==> src/rtl/ras_pkg.sv <==
package ras_pkg;
  localparam logic [4:0] LINK_REG = 5'd1;
  localparam int unsigned LINK_STEP = 4;

  typedef enum logic [1:0] {
    RAS_NONE = 2'd0,
    RAS_PUSH = 2'd1,
    RAS_POP  = 2'd2,
    RAS_SWAP = 2'd3
  } ras_op_e;
endpackage

==> src/rtl/ras_link_decode.sv <==
module ras_link_decode
  import ras_pkg::*;
#(
  parameter int unsigned AW = 32
) (
  input  logic          clk_i,
  input  logic          rst_ni,
  input  logic          jump_valid_i,
  input  logic          jump_reg_i,
  input  logic [4:0]    rd_i,
  input  logic [4:0]    rs1_i,
  input  logic [AW-1:0] pc_i,
  output ras_op_e       op_o,
  output logic [AW-1:0] link_o
);
  logic wr_link, rd_link;

  assign wr_link = jump_valid_i && (rd_i == LINK_REG);
  // only register jumps read a base register
  assign rd_link = jump_valid_i && jump_reg_i && (rs1_i == LINK_REG);
  assign link_o  = pc_i + AW'(LINK_STEP);

  always_comb begin
    unique case ({wr_link, rd_link})
      2'b10:   op_o = RAS_PUSH;
      2'b01:   op_o = RAS_POP;
      2'b11:   op_o = RAS_SWAP;
      default: op_o = RAS_NONE;
    endcase
  end

  a_r5_idle_no_op: assert property (@(posedge clk_i) disable iff (!rst_ni)
    !jump_valid_i |-> op_o == RAS_NONE);
  a_r5_pcrel_no_pop: assert property (@(posedge clk_i) disable iff (!rst_ni)
    !jump_reg_i |-> (op_o != RAS_POP && op_o != RAS_SWAP));
endmodule

==> src/rtl/ras_store.sv <==
module ras_store
  import ras_pkg::*;
#(
  parameter int unsigned DEPTH = 8,
  parameter int unsigned AW    = 32,
  localparam int unsigned IDX_W = (DEPTH > 1) ? $clog2(DEPTH) : 1,
  localparam int unsigned CNT_W = $clog2(DEPTH + 1)
) (
  input  logic             clk_i,
  input  logic             rst_ni,
  input  ras_op_e          op_i,
  input  logic [AW-1:0]    data_i,
  output logic [AW-1:0]    top_o,
  output logic [CNT_W-1:0] cnt_o,
  output logic             ovf_evt_o,
  output logic             unf_evt_o
);
  logic [AW-1:0]    mem_q [DEPTH];
  logic [CNT_W-1:0] cnt_q, cnt_d, top_pos;
  logic [IDX_W-1:0] top_idx, wr_idx;
  logic             wr_en, empty, full;

  assign empty   = (cnt_q == '0);
  assign full    = (cnt_q == CNT_W'(DEPTH));
  assign top_pos = cnt_q - CNT_W'(1);
  assign top_idx = top_pos[IDX_W-1:0];
  assign top_o   = empty ? '0 : mem_q[top_idx];
  assign cnt_o   = cnt_q;

  always_comb begin
    cnt_d     = cnt_q;
    wr_en     = 1'b0;
    wr_idx    = cnt_q[IDX_W-1:0];
    ovf_evt_o = 1'b0;
    unf_evt_o = 1'b0;
    unique case (op_i)
      RAS_PUSH: begin
        if (full) ovf_evt_o = 1'b1;
        else begin
          wr_en = 1'b1;
          cnt_d = cnt_q + CNT_W'(1);
        end
      end
      RAS_POP: begin
        if (empty) unf_evt_o = 1'b1;
        else cnt_d = cnt_q - CNT_W'(1);
      end
      RAS_SWAP: begin
        wr_en = 1'b1;
        if (empty) begin
          // nothing to replace: flag it and push
          unf_evt_o = 1'b1;
          wr_idx    = '0;
          cnt_d     = CNT_W'(1);
        end else begin
          wr_idx = top_idx;
        end
      end
      default: ;
    endcase
  end

  always_ff @(posedge clk_i or negedge rst_ni) begin
    if (!rst_ni) cnt_q <= '0;
    else         cnt_q <= cnt_d;
  end

  always_ff @(posedge clk_i or negedge rst_ni) begin
    if (!rst_ni) begin
      for (int i = 0; i < DEPTH; i++) mem_q[i] <= '0;
    end else if (wr_en) begin
      mem_q[wr_idx] <= data_i;
    end
  end

  a_r1_push_grows: assert property (@(posedge clk_i) disable iff (!rst_ni)
    (op_i == RAS_PUSH && !full) |=> cnt_q == $past(cnt_q) + CNT_W'(1));
  a_r2_pop_shrinks: assert property (@(posedge clk_i) disable iff (!rst_ni)
    (op_i == RAS_POP && !empty) |=> cnt_q == $past(cnt_q) - CNT_W'(1));
  a_r4_swap_keeps_depth: assert property (@(posedge clk_i) disable iff (!rst_ni)
    (op_i == RAS_SWAP && !empty) |=> $stable(cnt_q));
  a_r6_full_holds: assert property (@(posedge clk_i) disable iff (!rst_ni)
    (op_i == RAS_PUSH && full) |=> ($stable(cnt_q) && $stable(top_o)));
  a_r7_empty_holds: assert property (@(posedge clk_i) disable iff (!rst_ni)
    (op_i == RAS_POP && empty) |=> cnt_q == '0);
  a_r8_bounded: assert property (@(posedge clk_i) disable iff (!rst_ni)
    cnt_q <= CNT_W'(DEPTH));
endmodule

==> src/rtl/ras_err_flags.sv <==
module ras_err_flags (
  input  logic clk_i,
  input  logic rst_ni,
  input  logic ovf_evt_i,
  input  logic unf_evt_i,
  output logic overflow_o,
  output logic underflow_o
);
  always_ff @(posedge clk_i or negedge rst_ni) begin
    if (!rst_ni) begin
      overflow_o  <= 1'b0;
      underflow_o <= 1'b0;
    end else begin
      overflow_o  <= overflow_o  | ovf_evt_i;
      underflow_o <= underflow_o | unf_evt_i;
    end
  end

  a_r6_overflow_sticky: assert property (@(posedge clk_i) disable iff (!rst_ni)
    overflow_o |=> overflow_o);
  a_r7_underflow_sticky: assert property (@(posedge clk_i) disable iff (!rst_ni)
    underflow_o |=> underflow_o);
  a_r6_overflow_cause: assert property (@(posedge clk_i) disable iff (!rst_ni)
    ovf_evt_i |=> overflow_o);
  a_r7_underflow_cause: assert property (@(posedge clk_i) disable iff (!rst_ni)
    unf_evt_i |=> underflow_o);
endmodule

==> src/rtl/ret_addr_stack.sv <==
module ret_addr_stack
  import ras_pkg::*;
#(
  parameter int unsigned DEPTH = 8,
  parameter int unsigned AW    = 32,
  localparam int unsigned CNT_W = $clog2(DEPTH + 1)
) (
  input  logic             clk_i,
  input  logic             rst_ni,
  input  logic             jump_valid_i,
  input  logic             jump_reg_i,
  input  logic [4:0]       rd_i,
  input  logic [4:0]       rs1_i,
  input  logic [AW-1:0]    pc_i,
  output logic [AW-1:0]    ra_o,
  output logic [CNT_W-1:0] depth_o,
  output logic             empty_o,
  output logic             full_o,
  output logic             overflow_o,
  output logic             underflow_o
);
  ras_op_e       op;
  logic [AW-1:0] link;
  logic          ovf_evt, unf_evt;

  ras_link_decode #(.AW(AW)) u_decode (
    .clk_i        (clk_i),
    .rst_ni       (rst_ni),
    .jump_valid_i (jump_valid_i),
    .jump_reg_i   (jump_reg_i),
    .rd_i         (rd_i),
    .rs1_i        (rs1_i),
    .pc_i         (pc_i),
    .op_o         (op),
    .link_o       (link)
  );

  ras_store #(.DEPTH(DEPTH), .AW(AW)) u_store (
    .clk_i     (clk_i),
    .rst_ni    (rst_ni),
    .op_i      (op),
    .data_i    (link),
    .top_o     (ra_o),
    .cnt_o     (depth_o),
    .ovf_evt_o (ovf_evt),
    .unf_evt_o (unf_evt)
  );

  ras_err_flags u_flags (
    .clk_i       (clk_i),
    .rst_ni      (rst_ni),
    .ovf_evt_i   (ovf_evt),
    .unf_evt_i   (unf_evt),
    .overflow_o  (overflow_o),
    .underflow_o (underflow_o)
  );

  assign empty_o = (depth_o == '0);
  assign full_o  = (depth_o == CNT_W'(DEPTH));

  a_r8_flags_exclusive: assert property (@(posedge clk_i) disable iff (!rst_ni)
    !(empty_o && full_o));
  a_r8_empty_zero: assert property (@(posedge clk_i) disable iff (!rst_ni)
    empty_o |-> ra_o == '0);
endmodule

==> config.mk <==
export PLATFORM = sky130hd
export DESIGN_NAME = ret_addr_stack
export DESIGN_NICKNAME = d
export VERILOG_FILES = /design/src/rtl/ras_pkg.sv /design/src/rtl/ras_link_decode.sv /design/src/rtl/ras_store.sv /design/src/rtl/ras_err_flags.sv /design/src/rtl/ret_addr_stack.sv
export SDC_FILE = /design/constraint.sdc
export NUM_CORES = 1
export LEC_CHECK = 0
export ABC_AREA = 1
export ABC_CLOCK_PERIOD_IN_PS = 2700
export BUFFER_PORTS_ARGS = -buffer_cell sky130_fd_sc_hd__buf_4
export CELL_PAD_IN_SITES_DETAIL_PLACEMENT = 1
export CELL_PAD_IN_SITES_GLOBAL_PLACEMENT = 2
export CORE_MARGIN = 5
export CORE_UTILIZATION = 32
export CTS_CLUSTER_SIZE = 20
export DETAILED_ROUTE_END_ITERATION = 8
export GPL_TIMING_DRIVEN = 0
export PLACE_DENSITY_LB_ADDON = 0.1
export SYNTH_ARGS = -nofsm -noshare
export SYNTH_HDL_FRONTEND = slang
export SYNTH_SLANG_ARGS = --single-unit
==> constraint.sdc <==
create_clock -name clk_i -period 2.7 [get_ports clk_i]
set_input_delay 0.675 -clock clk_i [delete_from_list [all_inputs] [get_ports clk_i]]
set_output_delay 0.675 -clock clk_i [all_outputs]
set_load 0.01 [all_outputs]
# --- Word level (Yosys, flattened, before mapping) ---
# Index checks and enable logic that the tools add are counted.
totals:
  regBits: 262
  inputBits: 46
  out_inout_bits: 40
  wordCells: 61
classes:
  add_sub_neg: 3
  magnitude_cmp: 3
  eq_ne: 12
  muxes: 20
  bitwise_logic: 4
  n_reduce_logical: 8
ops:
  columns: ["op", "count"]
  rows:
  - ["256-bit bitwise mux", 1]
  - ["32-bit 2-to-1 mux", 4]
  - ["32-bit binary-select mux with 3-bit select", 1]
  - ["32-bit demux with 3-bit select", 1]
  - ["32-bit by 3-bit adder with 32-bit output, second input constant", 1]
  - ["4-bit 2-to-1 mux", 3]
  - ["4-bit case mux with 3 select lines", 1]
  - ["5-bit by 1-bit == test with 1-bit output, second input constant", 2]
  - ["2-bit == test, second input constant", 4]
  - ["4-bit >= comparator, second input constant", 2]
  - ["3-bit inverter with 4-bit output", 2]
  - ["3-bit 2-to-1 mux", 2]
  - ["2-bit case mux with 3 select lines", 1]
  - ["1-bit 2-to-1 mux", 5]
  - ["4-bit by 1-bit adder with 4-bit output, second input constant", 1]
  - ["2-bit by 1-bit == test with 1-bit output, second input constant", 2]
  - ["4-bit == test, second input constant", 1]
  - ["1-bit logical AND", 4]
  - ["4-bit zero test", 1]
  - ["4-bit by 1-bit less-than comparator with 1-bit output, second input constant", 1]
  - ["2-bit != test, second input constant", 2]
  - ["4-bit AND reduction", 1]
  - ["4-bit by 1-bit subtractor with 4-bit output, second input constant", 1]
  - ["3-bit nonzero test", 1]
  - ["other kinds (4)", 5]

# --- Logic depth before layout (Yosys ltp) ---
# Gate-level depths: netlist of the first run.
depth:
  word_depth: 12
  mapped_depth: 16
  ltp_nobuf: 13

# --- Hierarchy ---
# From an unflattened synthesis of the first run, not the netlist that was laid out.
hier_totals:
  cells_unflattened: 1919
  area_unflattened_um2: 14064.7
modules_own_cells:
  columns: ["module", "n_inst", "cells_each", "area_per_inst_um2", "seq_area_each_um2"]
  rows:
  - ["ras_store", 1, 1723, 13051.3, 6506.2]
  - ["ras_link_decode", 1, 179, 907.1, 0.0]
  - ["ras_err_flags", 1, 8, 72.6, 50.0]
  - ["ret_addr_stack", 1, 9, 33.8, 0.0]

# --- Least setup slack after synthesis of the first run ---
# OpenSTA, ideal clock, no wires.
synth_path:
  path_kind: "reg2out"
  start: "register u_store.cnt_q[0], in the netlist u_store.cnt_o[0]"
  end: "output ra_o[2]"
  arrival_ns: 2.365
  required_ns: 2.025
  slack_ns: -0.340
  path_stages_with_launch: 11
  path_buffers: 4
  path_cell_list: "dfrtp_1 clkinv_1 clkbuf_1 clkbuf_1 ha_1 clkbuf_1 clkbuf_1 o21ai_0 o32ai_1 nand3_1 nand2_1"
synth_via:
  elab_chain_cells: 6
  elab_cells_between_ends: 7
  cone_classes: "add/sub (1); mux (4); bitwise (1); reduce/logical (1)"
synth_rtl:
  columns: ["element", "line_no", "source"]
  rows:
  - ["from (decl)", "ras_store.sv:19", "logic [CNT_W-1:0] cnt_q, cnt_d, top_pos;"]
  - ["from (signal assigned)", "ras_store.sv:65", "else cnt_q <= cnt_d;"]
  - ["4-bit by 1-bit subtractor with 4-bit output", "ras_store.sv:25", "assign top_pos = cnt_q - CNT_W'(1);"]
  - ["3-bit inverter with 4-bit output (implied by the code)", "ras_store.sv:27", "assign top_o = empty ? '0 : mem_q[top_idx];"]
  - ["32-bit binary-select mux with 3-bit select", "ras_store.sv:27", null]
  - ["32-bit 2-to-1 mux (implied by the code) (2 in a row)", "ras_store.sv:27", null]
  - ["32-bit 2-to-1 mux (*)", "ras_store.sv:27", null]
  - ["to (decl)", "ret_addr_stack.sv:15", "output logic [AW-1:0] ra_o,"]
# Every way passes the cells marked *; elsewhere a longest branch is shown, timed or not. The select of a mux whose other input is x is not followed.

# --- Worst setup path after layout of the first run ---
layout_path:
  start: "register u_store.cnt_q[0], in the netlist u_store.cnt_o[0]"
  end: "output ra_o[7]"
# Same word-level chain as after synthesis.

==> flow_summary.yaml, run 1 <==
setup_path:
  cp_top_family: "buffers and inverters"
  ff2ff_path_depth: 21
  critPathMaxStageDelay_ns: 0.57
  worstSetupPathType: "register to output port"
  required_ns: 2.03
  arrival_ns: 2.83
  setup.worst_path.end: "ra_o[7]"
  path_max_fanout: 10
  start_kind: "register"
  cp-startpoint: "u_store.cnt_o[0]"
  slowest_stage: "clkbuf_1"
  crit_buf_inv: 5
  r2r_end: "u_store.mem_q[113]"
  cp_num_cells: 9
  cp-end-kind: "output port"
  r2r-start: "u_store.cnt_o[0]"
  reg2reg_slack_ns: -0.30
  worstPathCellList: "clkinv_8 > clkbuf_16 > buf_4 > clkbuf_1 > nor2_1 > o32ai_4 > nand2_1 > nand2_2 > buf_6"
pwr:
  p_seq_share_pct: 22.6
  total_power_mw: 19.6
  p_comb_share_pct: 53.4
  p_int_mw: 11.5
  ir_worst_vdd_uv: 403
  power.density_nw_per_um2: 993
  p_sw_share_pct: 41.5
  clock_power_share_pct: 24.0
  p_leak_nw: 9.76
  switchingPower_mw: 8.14
drt:
  wl_per_cell_um: 25.5
  wirelength_um: 66800
  drc: 0
  vias: 14300
  antenna_left: 0
  dr.pass1.iters: 5
  dr.first_iter.drc_count: 1136
  via_per_inst: 5.46
finish:
  diodes: 0
  synthToLayoutAreaGrowth_pct: 44.2
  final_layout_size_suffix_gt1_share_pct: 24.8
  nets: 2108
  fillers: 4982
floorplanning:
  dieArea_um2: 47100
  die_h_um: 217
  die_width_um: 217
  core_um2: 42100
  start_util_pct: 32.5
  fp-row-count: 75
  io_pins: 86
placement:
  dpl_worst_slack_ns: -1.96
  port_buffers: 83
  hpwl_um: 41900
  globalplace.congestion: 0.847
global_route:
  grt_overflow: 0
  grt_usage_pct: 27.2
  grt_pass1_vias: 15200
  grt_max_degree: 110
  grt_antenna_before_repair: 0
  grt_pass1_wl_um: 97200
clock_tree:
  cts_tree: "yes"
  numCtsBuffers: 34
  cts_max_path_buffers: 3
  clkTransAtPathRegs_ns: 0.06
  clk_latency_ns: 0.54
  cts_sinks: 262
  cts-htree-levels: 2
  cts_root_buf: "clkbuf_16"
synthesis:
  synth.top_cell.area_share_pct: 47.9
  seq_area_frac_synth_pct: 47.9
  syn_area_um2: 13700
  yosysUniqueCellTypes: 28
  syn_avg_cell_area_um2: 7.43
  ys_ff_latch: 262
  yosysTopAreaCell: "dfrtp_1"
  synth_fp_nets: 1894
  syn_inst: 1844
  netlist_top_cells_area: "dfrtp_1, nand2_1, nand3_1, nor2_1, o32ai_1"
  yosysWarnings: 0
status:
  violations: "max-capacitance violations, negative setup slack"
  outcome: "finished with violations"
timing:
  relSlewSlack_pct: 0.730
  timing.final.crit_period_ns: 3.50
  finalWorstSetupSlack_ns: -0.803
  max_freq_ghz: 0.285
  rsz0062_at_grt: "yes"
  final_hold_viol_count: 0
  layout_worst_path_cycle_share_pct: 130
  worst_pin_slew_ns: 1.48
  finalSetupViolCount: 289
  drv_slew: 0
  finClkSkew_ns: 0.0147
job:
  cap_viol_max_count: 1
min_path:
  hold_path_class: "primary input to async pin"
[synth_stat cells]
cell	instances
nor2_1	253
nand2_2	4
nand4_1	5
xnor2_1	16
o21bai_1	2
nand3_1	299
ha_1	4
o21ai_1	1
nand3b_1	2
nand3_4	1
xor2_1	12
o21ai_0	67
a21oi_1	5
inv_2	3
nand2_1	676
nor2_4	5
clkbuf_1	61
nor2_2	2
clkinv_1	2
o32ai_1	64
buf_4	11
inv_1	24
nor3_1	3
dfrtp_1	262
buf_1	11
buf_6	7
o22ai_1	1
buf_2	41
[power by group through the flow]
stage	clock, mW	sequential (mW)	combinational (mW)
3_3_place_gp	0	4.47	6.33
3_5_place_dp	0	4.47	6.36
2_1_floorplan	0	4.42	3.44
6_report	4.72	4.43	10.5
4_1_cts	4.76	4.41	9.42
5_1_grt	4.92	4.45	11.0
[cell type report]
type                            count  area, um^2  share of cell area (%)
Inverter                           29         126                   0.639
Buffer                            128        1450                    7.36
Sequential cell                   262        6560                    33.2
Clock buffer                       49        1000                    5.07
Timing Repair Buffer              181        2180                    11.0
Multi-Input combinational cell   1422        7650                    38.7
Tap cell                          539         674                    3.41
Clock inverter                      8         115                   0.582
[cells in the final DEF, fill, tap and decap left out, types with 27 or more instances in the layout]
| cell type | Yosys | layout |
|---|---|---|
| buf_4 | 11 | 108 |
| buf_6 | 7 | 48 |
| buf_8 | 0 | 27 |
| clkbuf_1 | 61 | 27 |
| clkbuf_16 | 0 | 59 |
| dfrtp_1 | 262 | 261 |
| nand2_1 | 676 | 617 |
| nand2_2 | 4 | 47 |
| nand3_1 | 299 | 268 |
| nand3_2 | 0 | 30 |
| nor2_1 | 253 | 251 |
| o21ai_0 | 67 | 36 |
| o32ai_2 | 0 | 28 |
| o32ai_4 | 0 | 27 |
[worst min-delay path by stage]
stage / start / end / cells past startpoint
2_1_floorplan: rst_ni / u_flags.overflow_o / 0
3_3_place_gp: u_store.mem_q[84] / u_store.mem_q[84] / 2
3_5_place_dp: u_store.mem_q[94] / u_store.mem_q[94] / 2
4_1_cts: rst_ni / u_store.cnt_o[3] / 1
5_1_grt: rst_ni / u_store.cnt_o[3] / 1
6_report: rst_ni / u_store.cnt_o[3] / 1
[state kept, by name, indices dropped and copies added, names as in the netlist]
register and flops:
u_store.mem_q 256, u_store.cnt_o 4, u_flags.overflow_o 1, u_flags.underflow_o 1
[metal layers]
layer | global-route usage (%) | part of all wire [%] | vias to the layer above
li1 | - | - | 6456
met1 | 36.3 | 44 | 7319
met2 | 45.9 | 49 | 409
met3 | 3.88 | 4.9 | 115
met4 | 8.47 | 2.8 | 0
met5 | 0 | 0 | -
[kinds of logic (layout without fill, tap and decap cells)]
family | after synthesis | in the layout | synth area share, %
xor gates and xnor gates | 28 | 28 | 1.79
DFF | 262 | 262 | 47.9
and+or+nand+nor | 1250 | 1250 | 37.6
adders and majority gates | 4 | 4 | 0.365
buffers and inverters | 160 | 395 | 5.44
AOI/OAI and AO/OA | 140 | 140 | 6.91
[metrics by stage]
stage	instance area, um^2	util, %	TNS (ns)	hold WS [ns]	instances
after floorplan	13700	-	-0.118	0.379	1844
after CTS	18800	44.7	-50.49	0.118	2595
final	19800	46.9	-76.34	0.0831	2618
after detailed placement	15100	35.8	-340.24	0.453	2468
after global placement	15000	35.6	-738.95	0.448	2466
after global routing	19800	46.9	-97.30	0.135	2618
[what timing repair did]
item,CTS,global route
buffers inserted,48,16
hold buffers,0,0
endpoints found under the setup margin,295,293
cloned,23,10
pin swaps,135,120
gates resized for setup,392,166
(Power assumes the default switching activity.)
==> run 2, diff against run 1 <==
CORE_MARGIN = not set   (was 5)
==> flow_summary.yaml, run 2 (synthesis gave the netlist of run 1 again) <==
status:
  outcome: "finished with violations"
  violations: "negative setup slack"
finish:
  multi_input_area_um2: 8210
  top_register: "u_store.mem_q"
  fin_util_pct: 48.6
  final_layout_size_suffix_gt1_share_pct: 29.6
  largest_reg_flops: 256
  fillers: 4900
  diodes: 0
  synthToLayoutAreaGrowth_pct: 49.1
  final_cell_mix: "nand2_1, dfrtp_1, nor2_1, nand3_1, buf_4"
  nets: 2116
  seqCellArea_um2: 6560
  final_common_cell: "nand2_1"
timing:
  finClkSkew_ns: 0.0176
  timing.final.crit_period_ns: 3.43
  final_hold_viol_count: 0
  drv_slew: 0
  worst_pin_slew_ns: 1.46
  rsz0062_at_grt: "yes"
  finalWorstSetupSlack_ns: -0.727
  tns_ns: -130.18
  finalSetupViolCount: 288
  max_freq_ghz: 0.292
  relSlewSlack_pct: 2.01
  layout_worst_path_cycle_share_pct: 127
placement:
  port_buffers: 83
  globalplace.congestion: 0.865
  hpwl_um: 41400
global_route:
  grt_max_degree: 107
  grt_pass1_vias: 14500
  grt_usage_pct: 28.6
  grt_antenna_before_repair: 0
  grt_pass1_wl_um: 93100
  grt_overflow: 0
setup_path:
  r2r-start: "u_store.cnt_o[0]"
  ff2ff_path_depth: 23
  arrival_ns: 2.75
  reg2reg_slack_ns: -0.55
  start_kind: "register"
  r2r_end: "u_store.mem_q[171]"
  worstSetupPathType: "register to output port"
  cp-end-kind: "output port"
  required_ns: 2.03
  path_max_fanout: 7
floorplanning:
  die_h_um: 209
  fp-row-count: 75
  core_um2: 42000
  die_width_um: 209
  dieArea_um2: 43600
  io_pins: 86
  start_util_pct: 32.6
clock_tree:
  cts_sinks: 262
  clkTransAtPathRegs_ns: 0.06
  cts_tree: "yes"
  clk_latency_ns: 0.55
  numCtsBuffers: 35
  cts_hold_buf: 0
  cts_root_buf: "clkbuf_16"
  cts_max_path_buffers: 3
  cts-htree-levels: 2
pwr:
  p_seq_share_pct: 21.4
  clock_power_share_pct: 23.1
  ir_worst_vdd_uv: 423
  p_sw_share_pct: 41.3
  p_int_mw: 12.2
  power.density_nw_per_um2: 1010
  p_leak_nw: 9.86
  switchingPower_mw: 8.57
  p_comb_share_pct: 55.6
job:
  cap_viol_max_count: 0
drt:
  wl_per_cell_um: 25.5
  dr.pass1.iters: 5
  wirelength_um: 66900
  dr.first_iter.drc_count: 1032
  drc: 0
  vias: 14400
  antenna_left: 0
  via_per_inst: 5.51
min_path:
  hold_path_class: "primary input to async pin"
==> run 2: changes by cell type in the layout (fill, tap and decap cells not counted), moves of 6 or more <==
| cell | previous run | this run |
|---|---|---|
| o21ai_1 | 23 | 9 |
| o32ai_1 | 9 | 2 |
| nand2_1 | 617 | 610 |
| clkbuf_8 | 16 | 8 |
| nand3_1 | 268 | 201 |
| nand2_2 | 47 | 53 |
| o21ai_2 | 7 | 21 |
| buf_16 | 16 | 4 |
| nand3_2 | 30 | 92 |
| buf_8 | 27 | 21 |
| clkbuf_16 | 59 | 74 |
| buf_12 | 23 | 30 |
==> run 2: per-stage QoR <==
step / worst slack, ns / std cells / instance area [um^2] / hold WS, ns / power [mW]
detailed placement: -1.90 / 2468 / 15100 / 0.455 / 10.8
floorplan: -0.00590 / 1844 / 13700 / 0.379 / 7.86
global route: -0.772 / 2623 / 20400 / 0.174 / 21.4
finish: -0.727 / 2623 / 20400 / 0.109 / 20.7
CTS: -0.733 / 2564 / 17900 / 0.137 / 18.0
global placement: -1.87 / 2466 / 15000 / 0.448 / 10.7
==> run 2: power groups by stage <==
stage,clock network (mW),registers (mW),logic (mW)
floorplan,0,4.42,3.44
global placement,0,4.47,6.28
detailed placement,0,4.47,6.33
CTS,4.84,4.40,8.79
global route,4.95,4.46,12.0
finish,4.78,4.43,11.5
==> run 2: worst max-delay path, cell delays in order (launching register included) <==
cell and delay (ns):
dfrtp_4 0.46, clkinv_8 0.08, clkbuf_16 0.16, clkbuf_16 0.15
ha_4 0.39, clkbuf_16 0.24, clkbuf_16 0.17, o21ai_2 0.07
o32ai_4 0.14, nand2_1 0.12, nand2_2 0.10, buf_4 0.12
==> run 2: per-layer routing <==
metal  GRT usage [%]  vias up  part of all wire, %
li1                -     6482                    -
met5               0        -                    0
met4            8.24        0                  3.0
met3            3.76      123                  4.6
met1            39.0     7461                   44
met2            47.2      380                   48
==> run 2: worst max path at each step <==
stage / start / end / slack (ns) / cells after the start
2_1_floorplan: u_store.cnt_o[0] / ra_o[21] / -0.006 / 9
3_3_place_gp: u_store.cnt_o[0] / ra_o[17] / -1.87 / 11
5_1_grt: u_store.cnt_o[0] / ra_o[23] / -0.77 / 11
4_1_cts: u_store.cnt_o[0] / ra_o[18] / -0.73 / 11
6_report: u_store.cnt_o[0] / ra_o[21] / -0.73 / 11
3_5_place_dp: u_store.cnt_o[0] / ra_o[29] / -1.90 / 11
==> run 2: timing repair <==
action,CTS,global route
gates cloned,9,28
setup buffers,32,31
setup endpoints to repair,295,284
resized for setup,267,380
pin swaps,69,243
endpoints found under the hold margin,0,0
==> run 2: layout make-up <==
class / instances / share of cell area, %
timing repair buffer: 185 / 11.2
sequential: 262 / 32.1
inverter: 29 / 0.606
tap: 539 / 3.30
clock buffer: 45 / 4.72
clock inverter: 10 / 0.753
buffer: 131 / 7.12
multi-input combinational: 1422 / 40.2
==> run 3, diff against run 2 <==
==> constraint.sdc (replaced) <==
create_clock -name clk_i -period 2.7 [get_ports clk_i]
set_input_delay 0.27 -clock clk_i [delete_from_list [all_inputs] [get_ports clk_i]]
set_output_delay 0.27 -clock clk_i [all_outputs]
set_load 0.01 [all_outputs]
==> flow_summary.yaml, run 3 (synthesis gave the netlist of run 1 again) <==
timing:
  finClkSkew_ns: 0.0157
  worst_pin_slew_ns: 1.56
  rsz0062_at_grt: "yes"
  drv_slew: 9
  finalSetupViolCount: 278
  hold_slack_ns: 0.0808
  timing.final.crit_period_ns: 3.07
  max_freq_ghz: 0.326
  layout_worst_path_cycle_share_pct: 114
  relSlewSlack_pct: -4.59
  final_hold_viol_count: 0
  finalWorstSetupSlack_ns: -0.367
drt:
  via_per_inst: 5.45
  wirelength_um: 66300
  dr.first_iter.drc_count: 1048
  dr.pass1.iters: 5
  vias: 14300
  wl_per_cell_um: 25.3
  antenna_left: 0
  drc: 0
job:
  cap_viol_max_count: 1
setup_path:
  arrival_ns: 2.80
  critPathMaxStageDelay_ns: 0.46
  ff2ff_path_depth: 20
  crit_buf_inv: 6
  worstSetupPathType: "register to output port"
  slowest_stage: "dfrtp_4"
  r2r_end: "u_store.mem_q[247]"
  cp-end-kind: "output port"
  crit_top_cell: "clkbuf_16"
  start_kind: "register"
  cp_num_cells: 10
  cp_top_family: "buffers and inverters"
  path_max_fanout: 10
  r2r-start: "u_store.cnt_o[0]"
  worstPathCellList: "clkinv_8 > clkbuf_16 > clkbuf_16 > ha_4 > clkbuf_16 > clkbuf_16 > o32ai_4 > nand3_2 > nand2_2 > buf_6"
  required_ns: 2.43
  reg2reg_slack_ns: -0.19
clock_tree:
  cts_sinks: 262
  clk_latency_ns: 0.55
  cts_root_buf: "clkbuf_16"
  cts_tree: "yes"
  clkTransAtPathRegs_ns: 0.06
  cts-htree-levels: 2
  cts_max_path_buffers: 3
  numCtsBuffers: 35
min_path:
  holdPathStages: 4
  holdCritStartpoint: "rs1_i[4]"
  hold_path_class: "primary input to register"
  hold_end: "u_flags.underflow_o"
floorplanning:
  dieArea_um2: 43600
  io_pins: 86
  core_um2: 42000
  start_util_pct: 32.6
  die_width_um: 209
  fp-row-count: 75
  die_h_um: 209
pwr:
  p_leak_nw: 9.86
  clock_power_share_pct: 23.2
  p_comb_share_pct: 55.3
  p_seq_share_pct: 21.5
  power.density_nw_per_um2: 1020
  p_int_mw: 12.1
  p_sw_share_pct: 41.2
  switchingPower_mw: 8.48
  ir_worst_vdd_uv: 506
  total_power_mw: 20.6
finish:
  top_register: "u_store.mem_q"
  synthToLayoutAreaGrowth_pct: 47.1
  final_cell_mix: "nand2_1, dfrtp_1, nor2_1, nand3_1, buf_4"
  fillers: 4949
  final_common_cell: "nand2_1"
  largest_reg_flops: 256
  nets: 2112
  multi_input_area_um2: 7870
  seqCellArea_um2: 6560
  final_layout_size_suffix_gt1_share_pct: 26.6
global_route:
  grt_usage_pct: 28.4
  grt_pass1_vias: 14600
  grt_antenna_before_repair: 0
  grt_overflow: 0
  grt_pass1_wl_um: 92900
  grt_max_degree: 73
placement:
  port_buffers: 83
  globalplace.congestion: 0.859
  hpwl_um: 41800
status:
  outcome: "finished with violations"
  violations: "max-capacitance violations, max-slew violations, negative setup slack"
==> run 3: power groups by stage <==
stage | clock network, mW | registers (mW) | logic (mW)
2_1_floorplan | 0 | 4.42 | 3.42
3_3_place_gp | 0 | 4.46 | 6.25
3_5_place_dp | 0 | 4.47 | 6.30
4_1_cts | 4.83 | 4.40 | 8.63
5_1_grt | 4.97 | 4.45 | 11.8
6_report | 4.77 | 4.42 | 11.4
==> run 3: worst register-to-register path: cells and delay by family (launching register included) <==
| family | cells | cell delay [ns] |
|---|---|---|
| adders and majority gates | 1 | 0.16 |
| buffers and inverters | 11 | 1.50 |
| DFF | 1 | 0.46 |
| and+or+nand+nor | 8 | 0.69 |
==> run 3: worst max-delay path by stage <==
stage / start / to / slack [ns]
after floorplan: u_store.cnt_o[0] / u_store.mem_q[20] / 0.05
after global placement: u_store.cnt_o[0] / ra_o[31] / -2.48
after detailed placement: u_store.cnt_o[0] / ra_o[31] / -2.44
after CTS: u_store.cnt_o[0] / ra_o[23] / -0.34
after global routing: u_store.cnt_o[0] / ra_o[31] / -0.39
final: u_store.cnt_o[0] / ra_o[31] / -0.37
==> run 3: final cells by class <==
class                      count  area share [%]
timing repair buffer         182            11.2
inverter                      29           0.639
clock buffer                  48            4.95
antenna                        1          0.0124
tap                          539            3.35
multi-input combinational   1422            39.0
clock inverter                11           0.658
sequential                   262            32.5
buffer                       130            7.59
==> run 3: metrics by stage <==
| step | worst slack, ns | instance area [um^2] | setup TNS [ns] | util (%) | cells |
|---|---|---|---|---|---|
| 6_report | -0.367 | 20200 | -33.12 | 47.9 | 2624 |
| 5_1_grt | -0.391 | 20200 | -56.39 | 47.9 | 2623 |
| 4_1_cts | -0.337 | 17700 | -9.78 | 42.2 | 2562 |
| 3_5_place_dp | -2.44 | 15100 | -521.57 | 35.9 | 2469 |
| 3_3_place_gp | -2.48 | 15000 | -843.01 | 35.7 | 2466 |
| 2_1_floorplan | 0.0539 | 13700 | 0 | - | 1844 |
==> run 3: layer usage <==
metal	global-route usage [%]	up-vias	part of all wire (%)
met4	9.31	0	3.0
li1	-	6477	-
met1	39.0	7292	44
met3	4.03	116	5.1
met2	46.0	406	48
met5	0	-	0
==> run 3: repair_timing <==
action,CTS,global route
setup buffers,27,30
pin swaps,50,212
endpoints found under the hold margin,65,0
endpoints found under the setup margin,296,288
hold buffers,1,0
gates cloned,7,31
resized for setup,267,355
